$ cat src/rtl/resv_pkg.sv
package resv_pkg;
  typedef enum logic [1:0] {
    RK_LOAD      = 2'd0,
    RK_LOADRES   = 2'd1,
    RK_STORE     = 2'd2,
    RK_STORECOND = 2'd3
  } resv_kind_e;
endpackage

$ cat src/rtl/resv_snoop_port.sv
// One snooped bus: flags a foreign write touching any byte of the held word.
module resv_snoop_port #(
  parameter int ADDR_W = 30,
  parameter int BYTES  = 4
) (
  input  logic              wr_vld,
  input  logic [ADDR_W-1:0] wr_addr,
  input  logic [BYTES-1:0]  wr_be,
  input  logic [ADDR_W-1:0] held_addr,
  output logic              hit
);
  logic word_match;
  logic any_byte;

  always_comb begin
    word_match = (wr_addr == held_addr);
    any_byte   = |wr_be;
    hit        = wr_vld & word_match & any_byte;
  end
endmodule

$ cat src/rtl/resv_holder.sv
// Reservation address register and live flag.
module resv_holder #(
  parameter int ADDR_W = 30
) (
  input  logic              clk,
  input  logic              rst_n,
  input  logic              set_i,
  input  logic              clr_i,
  input  logic [ADDR_W-1:0] new_addr_i,
  output logic [ADDR_W-1:0] held_addr_o,
  output logic              held_vld_o
);
  logic [ADDR_W-1:0] addr_q;
  logic              vld_q, vld_d;
  logic              addr_en;

  // a set has precedence over a clear in the same cycle
  always_comb begin
    addr_en = set_i;
    vld_d   = vld_q;
    if (set_i)      vld_d = 1'b1;
    else if (clr_i) vld_d = 1'b0;
  end

  always_ff @(posedge clk or negedge rst_n) begin
    if (!rst_n) begin
      vld_q <= 1'b0;
    end else begin
      vld_q <= vld_d;
    end
  end

  // address needs no reset: it is qualified by the flag
  always_ff @(posedge clk) begin
    if (addr_en) addr_q <= new_addr_i;
  end

  assign held_addr_o = addr_q;
  assign held_vld_o  = vld_q;
endmodule

$ cat src/rtl/resv_reply.sv
// Registered store-conditional reply.
module resv_reply (
  input  logic clk,
  input  logic rst_n,
  input  logic fire_i,
  input  logic pass_i,
  output logic rsp_vld_o,
  output logic rsp_ok_o
);
  logic vld_q, vld_d;
  logic ok_q, ok_d;

  always_comb begin
    vld_d = fire_i;
    ok_d  = fire_i & pass_i;
  end

  always_ff @(posedge clk or negedge rst_n) begin
    if (!rst_n) begin
      vld_q <= 1'b0;
      ok_q  <= 1'b0;
    end else begin
      vld_q <= vld_d;
      ok_q  <= ok_d;
    end
  end

  assign rsp_vld_o = vld_q;
  assign rsp_ok_o  = ok_q;
endmodule

$ cat src/rtl/resv_monitor.sv
module resv_monitor #(
  parameter int ADDR_W    = 30,
  parameter int NUM_SNOOP = 2,
  parameter int BYTES     = 4
) (
  input  logic                        clk,
  input  logic                        rst_n,
  input  logic                        cpu_req_vld,
  input  logic [1:0]                  cpu_req_kind,
  input  logic [ADDR_W-1:0]           cpu_req_addr,
  input  logic [NUM_SNOOP-1:0]        snp_vld,
  input  logic [NUM_SNOOP*ADDR_W-1:0] snp_addr,
  input  logic [NUM_SNOOP*BYTES-1:0]  snp_be,
  output logic                        sc_wr_en,
  output logic                        sc_rsp_vld,
  output logic                        sc_rsp_ok
);
  import resv_pkg::*;

  resv_kind_e        kind;
  logic              is_lr, is_sc;
  logic [ADDR_W-1:0] held_addr;
  logic              held_vld;
  logic [NUM_SNOOP-1:0] bus_hit;
  logic              foreign_hit;
  logic              sc_pass;

  assign kind = resv_kind_e'(cpu_req_kind);

  always_comb begin
    is_lr = cpu_req_vld & (kind == RK_LOADRES);
    is_sc = cpu_req_vld & (kind == RK_STORECOND);
  end

  for (genvar b = 0; b < NUM_SNOOP; b++) begin : g_snoop
    resv_snoop_port #(.ADDR_W(ADDR_W), .BYTES(BYTES)) u_port (
      .wr_vld   (snp_vld[b]),
      .wr_addr  (snp_addr[b*ADDR_W +: ADDR_W]),
      .wr_be    (snp_be[b*BYTES +: BYTES]),
      .held_addr(held_addr),
      .hit      (bus_hit[b])
    );
  end

  assign foreign_hit = |bus_hit;

  // a foreign hit in the same cycle defeats the store-conditional
  always_comb begin
    sc_pass = is_sc & held_vld & (cpu_req_addr == held_addr) & ~foreign_hit;
  end

  resv_holder #(.ADDR_W(ADDR_W)) u_holder (
    .clk        (clk),
    .rst_n      (rst_n),
    .set_i      (is_lr),
    .clr_i      (is_sc | foreign_hit),
    .new_addr_i (cpu_req_addr),
    .held_addr_o(held_addr),
    .held_vld_o (held_vld)
  );

  resv_reply u_reply (
    .clk      (clk),
    .rst_n    (rst_n),
    .fire_i   (is_sc),
    .pass_i   (sc_pass),
    .rsp_vld_o(sc_rsp_vld),
    .rsp_ok_o (sc_rsp_ok)
  );

  assign sc_wr_en = sc_pass;
endmodule

$ cat config.mk
export PLATFORM = sky130hd
export DESIGN_NAME = resv_monitor
export DESIGN_NICKNAME = d
export VERILOG_FILES = /design/src/rtl/resv_pkg.sv /design/src/rtl/resv_snoop_port.sv /design/src/rtl/resv_holder.sv /design/src/rtl/resv_reply.sv /design/src/rtl/resv_monitor.sv
export SDC_FILE = /design/constraint.sdc
export NUM_CORES = 1
export LEC_CHECK = 0
export ABC_AREA = 1
export BUFFER_PORTS_ARGS = -buffer_cell sky130_fd_sc_hd__buf_2
export CORE_ASPECT_RATIO = 0.6
export CORE_MARGIN = 3
export CORE_UTILIZATION = 36
export CTS_CLUSTER_SIZE = 24
export DETAILED_ROUTE_END_ITERATION = 10
export SLEW_MARGIN = 20
export SYNTH_ARGS = -nofsm -noshare
export SYNTH_HDL_FRONTEND = slang
export SYNTH_SLANG_ARGS = --single-unit
$ cat constraint.sdc
create_clock -name clk -period 1.4 [get_ports clk]
set_input_delay 0.07 -clock clk [delete_from_list [all_inputs] [get_ports clk]]
set_output_delay 0.07 -clock clk [all_outputs]
set_load 0.01 [all_outputs]
==> results of run 1 <==
## metrics by stage
stage | util [%] | cell area [um^2]
global placement | 48.6 | 3300
CTS | 53.7 | 3650
global route | 54.7 | 3710
detailed placement | 48.6 | 3300
floorplan | - | 2570
finish | 54.7 | 3710
## cells by family (layout without fill, tap and decap cells)
kind of cell              after synthesis  after routing  share of synthesized area, %
AOI/OAI and AO/OA                      13             13                          2.97
xor gates and xnor gates               32             32                          10.9
buffers and inverters                  90            236                          13.1
DFF                                    33             33                          37.9
and+or+nand+nor                       226            226                          35.1
## Yosys cell counts, types with 3 or more instances
cell / count / area share [%]
xnor2_1: 26 / 8.9
nand2_1: 166 / 24
dfrtp_1: 3 / 2.9
xor2_1: 6 / 2.0
nand4_1: 8 / 1.9
nor2_1: 35 / 5.1
edfxtp_1: 30 / 35
inv_1: 73 / 11
nor3_1: 4 / 0.78
inv_2: 15 / 2.2
o21ai_1: 4 / 0.78
o21ai_0: 4 / 0.78
nand3_1: 4 / 0.78
## final cells by class
cell class | instances | area, um^2
clock buffers | 5 | 125
repair buffers | 138 | 836
well taps | 87 | 109
fillers | 689 | 3080
multi-input cells | 271 | 1320
flip-flops and latches | 33 | 976
inverters | 90 | 338
clock inverters | 3 | 12.5
## timing repair
action,in CTS,in global routing
buffers inserted,1,2
resized for setup,4,13
hold buffers,19,0
endpoints found under the hold margin,21,0
setup endpoints to repair,3,3
pin swaps,3,13
## power by group through the flow
stage	logic [mW]	clock network [mW]	registers (mW)
6_report	0.666	1.08	1.18
5_1_grt	0.749	1.13	1.18
4_1_cts	0.649	1.10	1.18
3_5_place_dp	0.597	0	1.20
3_3_place_gp	0.595	0	1.20
2_1_floorplan	0.296	0	1.19
## metal layers
| metal | track usage [%] | up-vias |
|---|---|---|
| li1 | - | 1462 |
| met1 | 34.1 | 1217 |
| met2 | 28.6 | 97 |
| met3 | 4.64 | 2 |
| met4 | 4.30 | 0 |
| met5 | 0 | - |
## worst max-delay path, stage by stage, from the launching register on
cell,delay (ps)
edfxtp_1,420
buf_4,160
nand2_1,50
nand4_1,130
nor2_1,120
nand2_1,90
nor2_2,90
nand2_1,70
nand2_1,90
nor2_1,50
buf_2,130
## registers in the layout, summed over array words and instances (netlist names)
name,cells
u_holder.held_vld_o,1
u_reply.rsp_ok_o,1
u_holder.held_addr_o,30
u_reply.rsp_vld_o,1
## worst paths after layout
kind	cells after the start	slack, ps	end
min	1	3	u_holder.held_addr_o[14]$_DFFE_PP_
max	10	-370	sc_wr_en
max in group asynchronous	2	1180	u_reply.rsp_ok_o$_DFF_PN0_
min in group asynchronous	2	110	u_reply.rsp_vld_o$_DFF_PN0_
min reg2reg	3	670	u_holder.held_vld_o$_DFFE_PN0P_
max reg2reg	10	-80	u_reply.rsp_ok_o$_DFF_PN0_
==> run metrics, run 1 <==
YS warnings 0; Critical Path End Type primary output; GP Congestion 0.883; Setup crit start kind flip-flop; Final Hold Slack between 3 and 4 ps; CTS Sinks 33; CTS buffer count 5; HP Class in2reg; slew of the pin with the lowest slew margin 228 ps; Rel. slew slack around 85%; Total GRT Usage 21.2%; initial antenna violation count 0; core area 6790 um^2; nets 644; register area share after synthesis a little under two fifths; Final Slew Violations 0; PwrDens 787 nW/um^2; pre-CTS setup slack -126 ps; maxcap violations 0; Final TNS setup -448 ps; fin crit period 1770 ps; die width 115 um; violated checks negative setup slack; met2 WL 3.24 mm; status finished, violations left; Syn Nets 499; combinational power share 22.8%; P_sw 824 uW; global-route wire length before repair 13.0 mm; met3 wire len 710 um; post-synthesis cell count around 390; Distinct cells, synth 24; commonest non-fill, non-tap cell in the layout nand2_1; DP HPWL 7.03 mm; Leak Pwr between 2 and 2.5 nW; share of layout cells above drive strength 1 between 20 and 30%; clock power share 36.9%; Worst Path Max Fanout 3; DRC Markers 0; Worst Slack Setup Final -372 ps; fin cells 627; worst-skew pair later-pin latency 280 ps; RSZ-0062 raised after global routing true; ant diodes 0; Post-synth EDFFs 30; Initial Util 37.9%; hold_sp cpu_req_addr[14]; Clock Pin Slew Worst Setup and Hold Paths 50 ps; die area 8230 um^2; length of routed wiring on met1 4.55 mm; Critical R2R Launch u_holder.held_addr_o[22]$_DFFE_PP_; ys flop type edfxtp_1; vias roughly 2800; Sw Share between 20 and 30%; wire per inst 13.6 um; Die H approximately 71 um; area grow syn2layout 44.3%; internal cell power around 2.1 mW; gr ovfl total 0; Iteration-0 DRC Markers 217; TritonRoute pass-1 iters 5; Mapped Avg Cell Area 6.53 um^2; vias in the first global route 2615; fin crit share 127%; largest net degree at the start of global routing 32; final hold vios 0; antenna viol nets, final 0; H-tree depth 2; CTS Root Cell clkbuf_16; asr flop ratio synth 9.09%; CP startpoint u_holder.held_addr_o[22]$_DFFE_PP_; # IOs 108; FP Rows 23; Max Buffers Root-to-Sink 2; Cell Area, Synth approximately 2600 um^2; dpl cells around 600; Setup-failing EPs final 2; final WL about 8.5 mm; Setup Skew 6.14 ps; Reg power frac 40.3%; WP data required 1330 ps; Yosys reg bits 33; Crit path arrival time 1700 ps; CTS tree done; top routing layer in use met4; commonest non-fill, non-tap cells in the layout nand2_1 (163), buf_2 (107), inv_1 (73); Crit Path Class reg2out; Peak Freq 564 MHz; IO buf count 107; Final Total Pwr between 2 and 3 mW; Worst VDD drop 0.000394 V; vias per inst 4.43
(Power assumes the default switching activity.)
==> inputs of run 2 (changes only) <==
CORE_UTILIZATION = 45   (was 36)
PLACE_DENSITY = 0.76   (was unset)
==> run metrics, run 2 (synthesis gave the netlist of run 1 again) <==
status finished, violations left; violated checks negative setup slack; global-route wire length before repair 13.9 mm (+6.4%); DRC Markers 0 (unchanged); final hold vios 0 (unchanged); H-tree depth 2 (unchanged); WP data required 1330 ps (about the same); Rel. slew slack 81.7% (-3.0 points); Final Slew Violations 0 (unchanged); Die H 64.6 um (-9.7%); Clock Pin Slew Worst Setup and Hold Paths 70 ps (+20 ps); internal cell power 1.83 mW (-13%); maxcap violations 0 (unchanged); vias per inst 4.81 (+8.5%); Worst Slack Setup Final -482 ps (-110 ps); fin crit period 1880 ps (+110 ps); Initial Util 48.7% (+11 points); wire per inst 13.8 um (+1.8%); Critical Path End Type primary output; ant diodes 0 (unchanged); Final Hold Slack 10.7 ps (+7.42 ps); largest net degree at the start of global routing 32 (unchanged); Sw Share 29.6% (+1.4 points); FP Rows 20 (-13%); # IOs 108 (unchanged); RSZ-0062 raised after global routing true; HP Class in2reg; P_sw 770 uW (-6.5%); combinational power share 27.1% (+4.3 points); area grow syn2layout 47.7%; die width 104 um (-10%); antenna viol nets, final 0 (unchanged); vias in the first global route 2906 (+11%); Total GRT Usage 26.3% (+5.1 points); Setup-failing EPs final 3 (+1); CTS buffer count 5 (unchanged); slowest CP cell edfxtp_1; PwrDens 685 nW/um^2 (-13%); CP max stage delay 450 ps (+30 ps); CTS Sinks 33 (unchanged); TritonRoute pass-1 iters 5 (unchanged); Crit Path Class reg2out; slew of the pin with the lowest slew margin 272 ps (+43.8 ps); Setup crit start kind flip-flop; Crit path arrival time 1810 ps (+110 ps); CTS tree done; GP Congestion 0.885 (+0.14%); share of layout cells above drive strength 1 30.2% (+0.77 points); final WL 8.77 mm (+2.8%); gr ovfl total 0 (unchanged); core area 5280 um^2 (-22%); initial antenna violation count 0 (unchanged); fin area 3800 um^2 (+2.4%); Worst Path Max Fanout 3 (unchanged); Worst path most repeated cell nand2_1; Max Buffers Root-to-Sink 2 (unchanged); Reg power frac 45.2% (+4.9 points); Fillers 452 (-34%); IO buf count 107 (unchanged); commonest non-fill, non-tap cells in the layout nand2_1 (160), buf_2 (106), inv_1 (72); crit path cell chain buf_4 > xnor2_1 > nand2_1 > nor2_1 > nand2_1 > nor2_1 > nand2_1 > nand2_2 > nor2_4 > buf_6; Peak Freq 531 MHz (-5.9%); commonest non-fill, non-tap cell in the layout nand2_1; Leak Pwr 2.05 nW (+2.4%); Worst VDD drop 0.000498 V (+26%); max reg flops 30 (unchanged); final core occ 72.0% (+17 points); DP HPWL 6.75 mm (-4.0%); clock power share 27.8% (-9.1 points); Iteration-0 DRC Markers 289 (+33%); CTS Root Cell clkbuf_8; vias 3042 (+9.5%); DP Area 3290 um^2 (-0.38%); Setup Skew 2.86 ps (-3.27 ps); fin crit share 134% (+7.9 points); nets 660 (+2.5%); worst-skew pair later-pin latency 290 ps (about the same); die area 6690 um^2 (-19%)
-- run 2: worst max-delay path: cells and delay by family (launching register included) --
| kind | cells | cell delay, ps |
|---|---|---|
| buf+inv | 2 | 280 |
| simple gates | 7 | 650 |
| xor+xnor | 1 | 140 |
| flops | 1 | 450 |
-- run 2: worst paths after layout --
kind	slack, ps	cells after the start	to	start
worst max-delay path	-480	10	sc_wr_en	u_holder.held_addr_o[4]$_DFFE_PP_
worst min-delay path	10	3	u_reply.rsp_vld_o$_DFF_PN0_	cpu_req_kind[1]
worst max register to register	-230	10	u_reply.rsp_ok_o$_DFF_PN0_	u_holder.held_addr_o[4]$_DFFE_PP_
worst min register to register	700	3	u_holder.held_vld_o$_DFFE_PN0P_	u_holder.held_vld_o$_DFFE_PN0P_
max in group asynchronous	1190	2	u_holder.held_vld_o$_DFFE_PN0P_	rst_n
min in group asynchronous	100	2	u_reply.rsp_vld_o$_DFF_PN0_	rst_n
-- run 2: area by class of cell --
type                       count  area [um^2]  share of cell area (%)
sequential                    33          976                    25.7
inverter                      90          338                    8.89
clock buffer                   8         80.1                    2.11
timing repair buffer         154          982                    25.8
tap                           77         96.3                    2.54
multi-input combinational    271         1330                    34.9
-- run 2: metrics by stage --
| stage | std cells | setup TNS, ps | setup WS [ps] | power (mW) |
|---|---|---|---|---|
| floorplan | 394 | 0 | 43.9 | 1.49 |
| detailed placement | 587 | -238 | -211 | 1.79 |
| CTS | 627 | -799 | -436 | 2.58 |
| global placement | 587 | -218 | -195 | 1.77 |
| finish | 633 | -933 | -482 | 2.60 |
| global route | 633 | -1110 | -583 | 2.74 |
-- run 2: repair_timing --
| item | CTS | global route |
|---|---|---|
| pin swaps | 9 | 14 |
| resized for setup | 7 | 15 |
| endpoints found under the setup margin | 3 | 3 |
| cloned | 0 | 0 |
| endpoints found under the hold margin | 29 | 0 |
| hold buffers | 27 | 0 |
| setup buffers | 5 | 8 |
-- run 2: routing by layer --
| layer | track usage [%] | part of all wire (%) | up-vias |
|---|---|---|---|
| li1 | - | - | 1493 |
| met1 | 37.4 | 45 | 1369 |
| met2 | 41.1 | 43 | 170 |
| met3 | 6.37 | 11 | 10 |
| met4 | 4.98 | 0.78 | 0 |
| met5 | 0 | 0 | - |
-- run 2: power by group through the flow --
stage	registers, mW	logic, mW	clock network, mW
after global routing	1.18	0.781	0.778
after detailed placement	1.20	0.591	0
final	1.18	0.705	0.723
after CTS	1.17	0.666	0.736
after floorplan	1.19	0.296	0
after global placement	1.19	0.580	0
